<file path="src/rtl/tap_timer_pkg.sv">
package tap_timer_pkg;

    localparam int unsigned TT_CNT_W = 16;

    typedef enum logic {
        MODE_ONESHOT = 1'b0,
        MODE_RECYCLE = 1'b1
    } tt_mode_e;

    // Stage depth chosen by the select pair; the pairing is fixed behaviour.
    function automatic int unsigned stage_for_sel(input logic [1:0] sel);
        case (sel)
            2'b00:   return 13;
            2'b01:   return 10;
            2'b10:   return 8;
            default: return 16;
        endcase
    endfunction

endpackage

</file>
<file path="src/rtl/tt_por_gen.sv">
module tt_por_gen #(
    parameter int unsigned POR_CYCLES = 4
) (
    input  logic clk,
    input  logic rst_n,
    input  logic auto_dis,
    output logic por_o
);
    localparam int unsigned PW = $clog2(POR_CYCLES + 1);

    typedef struct packed {
        logic [PW-1:0] left;
    } por_st_t;

    por_st_t st_d, st_q;

    always_comb begin
        st_d = st_q;
        if (st_q.left != '0) st_d.left = st_q.left - PW'(1);
    end

    always_ff @(posedge clk) begin
        if (!rst_n) st_q.left <= PW'(POR_CYCLES);
        else        st_q      <= st_d;
    end

    assign por_o = (st_q.left != '0) && !auto_dis;

    AST_POR_EXPIRED_STAYS: assert property (@(posedge clk) disable iff (!rst_n)
        (st_q.left == '0) |=> (st_q.left == '0));

    AST_POR_SHRINKS: assert property (@(posedge clk) disable iff (!rst_n)
        (st_q.left != '0) |=> (st_q.left < $past(st_q.left)));
endmodule

</file>
<file path="src/rtl/tt_counter.sv">
module tt_counter #(
    parameter int unsigned CNT_W = 16
) (
    input  logic             clk,
    input  logic             rst_n,
    input  logic             clr,
    output logic [CNT_W-1:0] cnt_o
);
    typedef struct packed {
        logic [CNT_W-1:0] cnt;
    } cnt_st_t;

    cnt_st_t st_d, st_q;

    always_comb begin
        st_d = st_q;
        if (clr) st_d.cnt = '0;
        else     st_d.cnt = st_q.cnt + CNT_W'(1);
    end

    always_ff @(posedge clk) begin
        if (!rst_n) st_q.cnt <= '0;
        else        st_q     <= st_d;
    end

    assign cnt_o = st_q.cnt;

    AST_CNT_CLEAR: assert property (@(posedge clk) disable iff (!rst_n)
        clr |=> (cnt_o == '0));

    AST_CNT_STEP: assert property (@(posedge clk) disable iff (!rst_n)
        !clr |=> (cnt_o == CNT_W'($past(cnt_o) + CNT_W'(1))));
endmodule

</file>
<file path="src/rtl/tt_tap_out.sv">
module tt_tap_out
    import tap_timer_pkg::*;
#(
    parameter int unsigned CNT_W = 16
) (
    input  logic             clk,
    input  logic             rst_n,
    input  logic             clr,
    input  logic [CNT_W-1:0] cnt_i,
    input  logic [1:0]       sel,
    input  logic             mode,
    output logic             raw_o
);
    localparam int unsigned IW = $clog2(CNT_W);

    typedef struct packed {
        logic raw;
    } out_st_t;

    out_st_t     st_d, st_q;
    logic [IW-1:0] tap_idx;
    logic          tap;

    assign tap_idx = IW'(stage_for_sel(sel) - 1);
    assign tap     = cnt_i[tap_idx];

    always_comb begin
        st_d = st_q;
        if (clr)                       st_d.raw = 1'b0;
        else if (mode == MODE_RECYCLE) st_d.raw = tap;
        else                           st_d.raw = st_q.raw | tap;
    end

    always_ff @(posedge clk) begin
        if (!rst_n) st_q.raw <= 1'b0;
        else        st_q     <= st_d;
    end

    assign raw_o = st_q.raw;

    AST_LATCH_HOLD: assert property (@(posedge clk) disable iff (!rst_n)
        (mode == MODE_ONESHOT && raw_o && !clr) |=> raw_o);

    AST_RISE_FROM_TAP: assert property (@(posedge clk) disable iff (!rst_n)
        $rose(raw_o) |-> $past(tap));

    AST_OUT_CLEAR: assert property (@(posedge clk) disable iff (!rst_n)
        clr |=> !raw_o);
endmodule

</file>
<file path="src/rtl/tap_timer.sv">
module tap_timer
    import tap_timer_pkg::*;
#(
    parameter int unsigned CNT_W      = TT_CNT_W,
    parameter int unsigned POR_CYCLES = 4
) (
    input  logic       clk,
    input  logic       rst_n,
    input  logic       mrst,
    input  logic       auto_rst_dis,
    input  logic [1:0] sel,
    input  logic       pol,
    input  logic       mode,
    output logic       q_out,
    output logic       clk_en
);
    logic             por_rst;
    logic             clr;
    logic [CNT_W-1:0] cnt;
    logic             raw;

    tt_por_gen #(.POR_CYCLES(POR_CYCLES)) u_por (
        .clk      (clk),
        .rst_n    (rst_n),
        .auto_dis (auto_rst_dis),
        .por_o    (por_rst)
    );

    assign clr = mrst | por_rst;

    tt_counter #(.CNT_W(CNT_W)) u_cnt (
        .clk   (clk),
        .rst_n (rst_n),
        .clr   (clr),
        .cnt_o (cnt)
    );

    tt_tap_out #(.CNT_W(CNT_W)) u_out (
        .clk   (clk),
        .rst_n (rst_n),
        .clr   (clr),
        .cnt_i (cnt),
        .sel   (sel),
        .mode  (mode),
        .raw_o (raw)
    );

    assign q_out  = raw ^ pol;
    assign clk_en = rst_n & ~clr;

    AST_CLKEN_LOW: assert property (@(posedge clk) disable iff (!rst_n)
        (mrst || por_rst) |-> !clk_en);

    AST_POL_AFTER_CLEAR: assert property (@(posedge clk) disable iff (!rst_n)
        (mrst && $stable(pol)) |=> (q_out == pol));
endmodule

</file>
<file path="config.mk">
export PLATFORM = sky130hd
export DESIGN_NAME = tap_timer
export DESIGN_NICKNAME = d
export VERILOG_FILES = /design/src/rtl/tap_timer_pkg.sv /design/src/rtl/tt_por_gen.sv /design/src/rtl/tt_counter.sv /design/src/rtl/tt_tap_out.sv /design/src/rtl/tap_timer.sv
export SDC_FILE = /design/constraint.sdc
export NUM_CORES = 1
export LEC_CHECK = 0
export CAP_MARGIN = 5
export CORE_MARGIN = 5
export CORE_UTILIZATION = 55
export DETAILED_ROUTE_END_ITERATION = 16
export PLACE_DENSITY = 0.77
export SLEW_MARGIN = 25
export SYNTH_ARGS = -nofsm -noshare
export SYNTH_HDL_FRONTEND = slang
export SYNTH_SLANG_ARGS = --single-unit
</file>
<file path="constraint.sdc">
create_clock -name clk -period 3.8 [get_ports clk]
set_clock_uncertainty 0.05 [all_clocks]
set_input_delay 0.76 -clock clk [delete_from_list [all_inputs] [get_ports clk]]
set_output_delay 0.76 -clock clk [all_outputs]
set_load 0.02 [all_outputs]
</file>
; Yosys cells after proc, flatten, opt, wreduce, memory -nomap -nowiden
; Cells that the tools add are included.
[word_totals]
inputBits = 8
wordCells = 24
reg_bits = 20
output_inout_bits = 2
[classes]
muxes = 4
n_bitwise = 6
n_reduce_logical = 5
order_cmp = 1
n_eq_ne = 2
addsub = 3
[op_table]
columns = cell, count
row1 = $add 16x1->16 const B, 1
row2 = $pmux 4 s3, 1
row3 = $lt 4x5->1 const B, 1
row4 = $bmux 1 s4, 1
row5 = $sub 4x1->4 const B, 1
row6 = $reduce_bool 3->1, 1
row7 = $sub 3x1->3 const B, 1
row8 = $eq 2x1->1 const B, 1
row9 = $eq 2x2->1 const B, 1
row10 = $logic_not 2->1, 1
row11 = $mux 1, 2
row12 = $not 1->1, 2
row13 = $or 1x1->1, 2
row14 = $reduce_or 2->1, 1
row15 = $and 1x1->1, 1
row16 = $logic_and 1x1->1, 1
row17 = $logic_not 1->1, 1
row18 = $xor 1x1->1, 1

; Logic depth before layout (Yosys ltp)
; Gate-level depths: netlist of the first run.
[logic_depth]
depth_word = 7
ltp_mapped = 6
depth_no_buf = 6

; Hierarchy
; Synthesis of the first run repeated with hierarchy kept, for this count alone.
[unflattened]
hier_cells = 106
hier_area_um2 = 977.2
[modules_own_cells]
columns = module, seq_area_each_um2, cells_each, area_each_um2, n_inst
row1 = tt_counter, 320.3, 78, 716.9, 1
row2 = tt_por_gen, 60.1, 18, 168.9, 1
row3 = tt_tap_out, 20.0, 7, 68.8, 1
row4 = tap_timer, 0.0, 3, 22.5, 1

; Least setup slack after synthesis of the first run
; Ideal clock, no wire load.
[synth_timing]
path_type = input -> output
start = in rst_n
end = out clk_en
path_stages = 3
n_path_buf = 0
setup_slack_ns = 1.805
required_ns = 2.990
t_arrival_ns = 1.185
cell_sequence = nor2b_1 -> o21ai_0 -> inv_1
[synth_between]
elab_chain_len = 1
[synth_lines]
columns = item, line
row1 = start: declaration, tap_timer.sv:8  ; input logic rst_n,
row2 = $and 1x1->1, tap_timer.sv:49  ; assign clk_en = rst_n & ~clr;
row3 = end: declaration, tap_timer.sv:15  ; output logic clk_en
; Every way passes these cells.

; Worst setup path in the final report of the first run
; Ends and elaborated chain as after synthesis.

==> metrics, run 1 <==
outcome completed; worst-case reg-to-reg path depth 4; DIE WIDTH 52.8 µm; ys async rst share 0; met2 track demand over resource 0.262; Yosys cell types 28; multi-input logic area 546 µm²; Pleak about 0.37 nW; # diodes 0; commonest register cell after synthesis dfxtp_1; P&R area growth vs syn 16.4%; Post-synth EDFFs 0; vias in the first global route 778; GRT busiest layer met2; clk sinks 20; drt first pass iters 4; clock slew at reported path FFs 120 ps; Cells after Synth 113; total gr overflow 0; Most common cell on crit path clkdlybuf4s50_1; Syn Area/Cell 8.90 µm²; first-pass GRT wire length 3.44 mm; RSZ-0062 raised after global routing no; Hold-fix buffers, CTS 0; Clock Latency Late Sink 310 ps; CP Data Required Time 2990 ps; worst rel slew slack 0.738; hold crit path type flip-flop to flip-flop; CTS H-tree depth 1; Reg area 400 µm²; worst path cell trace clkdlybuf4s50_1, nor2b_1, buf_4, o21ai_0, inv_1, clkdlybuf4s50_1; gpl congestion 0.760; max cap viols 0; DIE HEIGHT 52.8 µm; pwr/cell area 396 nW/µm²; final cell count without fillers 150; Vias 848; Post-Syn Area 1010 µm²; die area 2780 µm²; most frequent cell after synthesis dfxtp_1; Worst Hold Path Cells 1; critical path depth 6; met1 usage 0.214; Worst Max-Slew Pin Slew approximately 390 ps; Final ANT Viol Nets 0; nets 137; largest net degree at the start of global routing 15; fillers between 100 and 150; crit path buf inv count 4; Post-CTS Setup Repair Bufs 0; CP peak stage delay 600 ps; root buf cell clkbuf_4; CTS Buf Count 3; Peak supply drop 426 µV; Synth top area share 0.398; post-DP HPWL 1.44 mm; Final Max Slew Viols 0; setup violators final 0; CP max-delay cell clkdlybuf4s50_1; final core occ 0.678; Buffers on Ports 9; DR WL/cell around 13 µm; CP delay by family, top buffers and inverters; Critical Path End Type output pin; antenna violations before repair 0; share of cells above drive strength 1 0.0960; drt total wl 1.99 mm; Yosys top cell by area dfxtp_1; via-per-instance ratio roughly 5.7; CP Class input pin to output pin; min Tclk post-route about 3200 ps; register area share after synthesis 0.398; IO Pins 10; Resize count post-CTS 0; CP Max Fanout 11; Initial DRC Count 14; setup_tns 0 ps; synthesized flop and latch total 20; top cells by area, synth dfxtp_1 40%, o211ai_1 7.5%, mux2i_1 5.0%, inv_1 4.5%, ha_1 3.7%; Commonest cells post-synth 20 x dfxtp_1, 12 x inv_1, 10 x o211ai_1; Worst Setup Start Kind input pin; FMAX 0.314 GHz; CTS tree yes; Cells after DPL about 150; DRC 0; Cell Rows 15; GR met3 Demand/Resource 0.0313; Final Hold Fails 0; synth warn 0; Critical Path AT 2380 ps; Core Region between 1500 and 2000 µm²; Max Root-Sink Buffers 2; GRT Total Usage 0.170; Initial Util 0.583; Net Count, Synth ~120; Final period util 0.838; total power 464 µW
-- final cells by class --
class | count | area share
Clock buffer | 4 | 0.0310
Inverter | 12 | 0.0385
Multi-Input combinational cell | 77 | 0.466
Sequential cell | 20 | 0.342
Tap cell | 25 | 0.0267
Timing Repair Buffer | 12 | 0.0962
-- cells in the final DEF, fill, tap and decap left out, types with 5 or more instances in the layout --
master and count:
o31ai_1 5, nand2_1 5, inv_1 12, nand3_1 6
nor2_1 5, nor4_1 5, a21oi_1 6, mux2i_1 5
dfxtp_1 20, clkdlybuf4s50_1 9, o211ai_1 10
-- report_power, final --
group | internal (mW) | switching (mW) | leakage, nW
clock network | 0.0585 | 0.0708 | 0.0210
logic | 0.0475 | 0.0523 | 0.189
registers | 0.225 | 0.00969 | 0.162
-- through the flow --
stage	cell area (µm²)	hold slack [ps]	worst slack [ps]
floorplan	1010	386	1800
global placement	1130	413	628
detailed placement	1130	419	590
CTS	1170	440	588
global route	1170	474	495
finish	1170	449	614
-- sequential cells by signal, summed over array words and instances (netlist names) --
register,flops
u_cnt.cnt_o,16
u_por.st_q,3
u_out.raw_o,1
-- final timing paths --
check / startpoint / end / slack, ps
max: rst_n / clk_en / 610
min: u_por.st_q[2] / u_por.st_q[2] / 450
max reg2reg: u_cnt.cnt_o[0] / u_cnt.cnt_o[10] / 2140
min reg2reg: u_por.st_q[2] / u_por.st_q[2] / 450
-- kinds of logic (layout without fill, tap and decap cells) --
family                   count (synthesis)  in the layout  share of synthesized area
adder cells (fa/ha/maj)                  3              3                     0.0373
AO/OA/AOI/OAI                           26             26                      0.173
AND/OR/NAND/NOR                         37             37                      0.216
buffers and inverters                   16             28                     0.0597
multiplexers                             6              6                     0.0721
flip-flops                              20             20                      0.398
XOR/XNOR                                 5              5                     0.0435
-- metal layers --
layer / vias to the layer above / share of wire
li1: 441 / -
met1: 385 / 0.48
met2: 18 / 0.46
met3: 4 / 0.033
met4: 0 / 0.026
met5: - / 0
(Power assumes the default switching activity.)
==> run 2: changes to the inputs <==
- CORE_UTILIZATION: 55 -> 54
- PLACE_DENSITY: 0.77 -> 0.76
- clock period: 3.8 -> 3.2 ns (I/O delays scaled with it)
==> run 2 against run 1 <==
  * Critical path depth down 1
  * First-iteration DRC count is 21% lower
  * Cell area is 0.64% higher
  * Highest routed layer unchanged
==> metrics, run 2 (same netlist as run 1, synthesis figures left out) <==
outcome completed; Final Max Slew Viols 0 (unchanged); IO Pins 10 (unchanged); Critical Path End Type output pin; P&R area growth vs syn 17.2%; Pleak 0.377 nW (+1.3%); DR WL/cell 13.3 µm (about the same); largest net degree at the start of global routing 15 (unchanged); Most common cell on crit path clkdlybuf4s50_1; Clock Latency Late Sink 310 ps (about the same); vias in the first global route 801 (+3.0%); Clk pwr share 0.275 (-0.004); Gate power share 0.221 (+0.006); GRT Total Usage 0.171 (+0.000275); CTS tree yes; reg-to-reg endpoint u_cnt.cnt_o[8]; DRC 0 (unchanged); hold path start u_por.st_q[2]; sink of the worst hold path u_por.st_q[2]; gpl congestion 0.750 (-1.3%); CP peak stage delay 600 ps (about the same); sw frac 0.286 (about the same); total gr overflow 0 (unchanged); Post-CTS Setup Repair Bufs 0 (unchanged); Psw 158 µW (+19%); drt total wl 2.00 mm (+0.75%); register-to-register setup slack 1560 ps (-580 ps); via-per-instance ratio 5.64 (-0.19%); crit path buf inv count 3 (-1); worst-case reg-to-reg path depth 4 (unchanged); Initial DRC Count 11 (-3); Vias 852 (+0.47%); most common cell after layout, fill and taps aside dfxtp_1; Worst Hold Path Cells 1 (unchanged); max cap viols 0 (unchanged); share of total power in sequential cells 0.504 (-0.002); Peak supply drop 350 µV (-18%); CP Max Fanout 4 (-7); DIE HEIGHT 53.2 µm (+0.75%); CP Data Required Time 2510 ps (-480 ps); met2 track demand over resource 0.267 (+0.00413); setup violators final 0 (unchanged); hold crit path type flip-flop to flip-flop; Resize count post-CTS 0 (unchanged); most frequent cells in the layout 20 x dfxtp_1, 12 x inv_1, 10 x o211ai_1, 9 x clkdlybuf4s50_1; share of cells above drive strength 1 0.103 (+0.00717); root buf cell clkbuf_4; # diodes 0 (unchanged); antenna violations before repair 0 (unchanged); worst path cell trace clkdlybuf4s50_1, nor2b_1, o21ai_0, inv_1, clkdlybuf4s50_1; die area 2830 µm² (+1.5%); Core Region 1750 µm² (+1.1%); P_int 395 µW (+19%); Hold-fix buffers, CTS 0 (unchanged); Cell Rows 15 (unchanged); drt first pass iters 4 (unchanged); CTS H-tree depth 1 (unchanged); GRT busiest layer met2; max FFs per register 16 (unchanged); clock slew at reported path FFs 120 ps (about the same); Worst Max-Slew Pin Slew 392 ps (+2.40 ps); RSZ-0062 raised after global routing no; Worst Setup Start Kind input pin; Final ANT Viol Nets 0 (unchanged); nets 138 (+0.73%); Buffers on Ports 9 (unchanged); Final Hold Fails 0 (unchanged); worst rel slew slack 0.736 (-0.00162); Max Root-Sink Buffers 2 (unchanged); CP max-delay cell clkdlybuf4s50_1; placed inst area 1140 µm² (+0.66%); worst reg2reg path startpoint u_cnt.cnt_o[0]; cell area after layout 1180 µm² (+0.64%); pwr/cell area 469 nW/µm² (+18%); clk sinks 20 (unchanged); CTS Buf Count 3 (unchanged); CP Class input pin to output pin; FMAX 0.352 GHz; setup_tns 0 ps (unchanged); GR met3 Demand/Resource 0.0507 (+0.0194); CP delay by family, top buffers and inverters; post-DP HPWL 1.44 mm (+0.50%); Critical Path AT 2150 ps (-230 ps); Initial Util 0.576 (-0.00626); DIE WIDTH 53.2 µm (+0.75%); min Tclk post-route around 2800 ps; met1 usage 0.209 (-0.00526); Final period util 0.888; first-pass GRT wire length 3.48 mm (+1.4%)
==> run 2: how the worst max path moves through the flow <==
| stage | to | slack, ps | start | depth (start not counted) |
|---|---|---|---|---|
| finish | clk_en | 360 | rst_n | 5 |
| detailed placement | clk_en | 380 | rst_n | 5 |
| floorplan | clk_en | 1380 | u_por.st_q[0] | 5 |
| global placement | clk_en | 410 | rst_n | 5 |
| global route | clk_en | 280 | u_por.st_q[0] | 7 |
| CTS | clk_en | 370 | rst_n | 5 |
==> run 2: layer usage <==
metal  part of all wire  vias to the layer above
met5                  0                        -
met4              0.022                        0
met3              0.025                        5
met2               0.48                       11
met1               0.47                      399
li1                   -                      437
==> run 2: area by class of cell <==
type                    instances  area (µm²)
clock buffers                   4        36.3
multi-input cells              77         546
well taps                      25        31.3
inverters                      12        45.0
repair buffers                 13         120
fillers                       154         567
flip-flops and latches         20         400
==> run 2: power groups by stage <==
stage                     logic (mW)  registers (mW)  clock network [mW]
after CTS                      0.125           0.279               0.156
after global routing           0.142           0.280               0.165
after detailed placement       0.124           0.284                   0
final                          0.122           0.279               0.152
after floorplan               0.0847           0.282                   0
after global placement         0.116           0.284                   0
==> run 2: per-stage QoR <==
stage	total power, mW	util	instances	hold slack (ps)	setup WS, ps
2_1_floorplan	0.366	-	113	386	1380
3_3_place_gp	0.400	0.654	147	415	415
3_5_place_dp	0.408	0.654	147	410	376
4_1_cts	0.560	0.675	151	431	367
5_1_grt	0.588	0.675	151	451	281
6_report	0.553	0.675	151	437	357
==> run 2: worst reg2reg max path, stage by stage (launching register included) <==
cell and delay [ps]:
dfxtp_1 430, ha_1 270, nand2_1 180, or4_1 510, a21oi_1 150
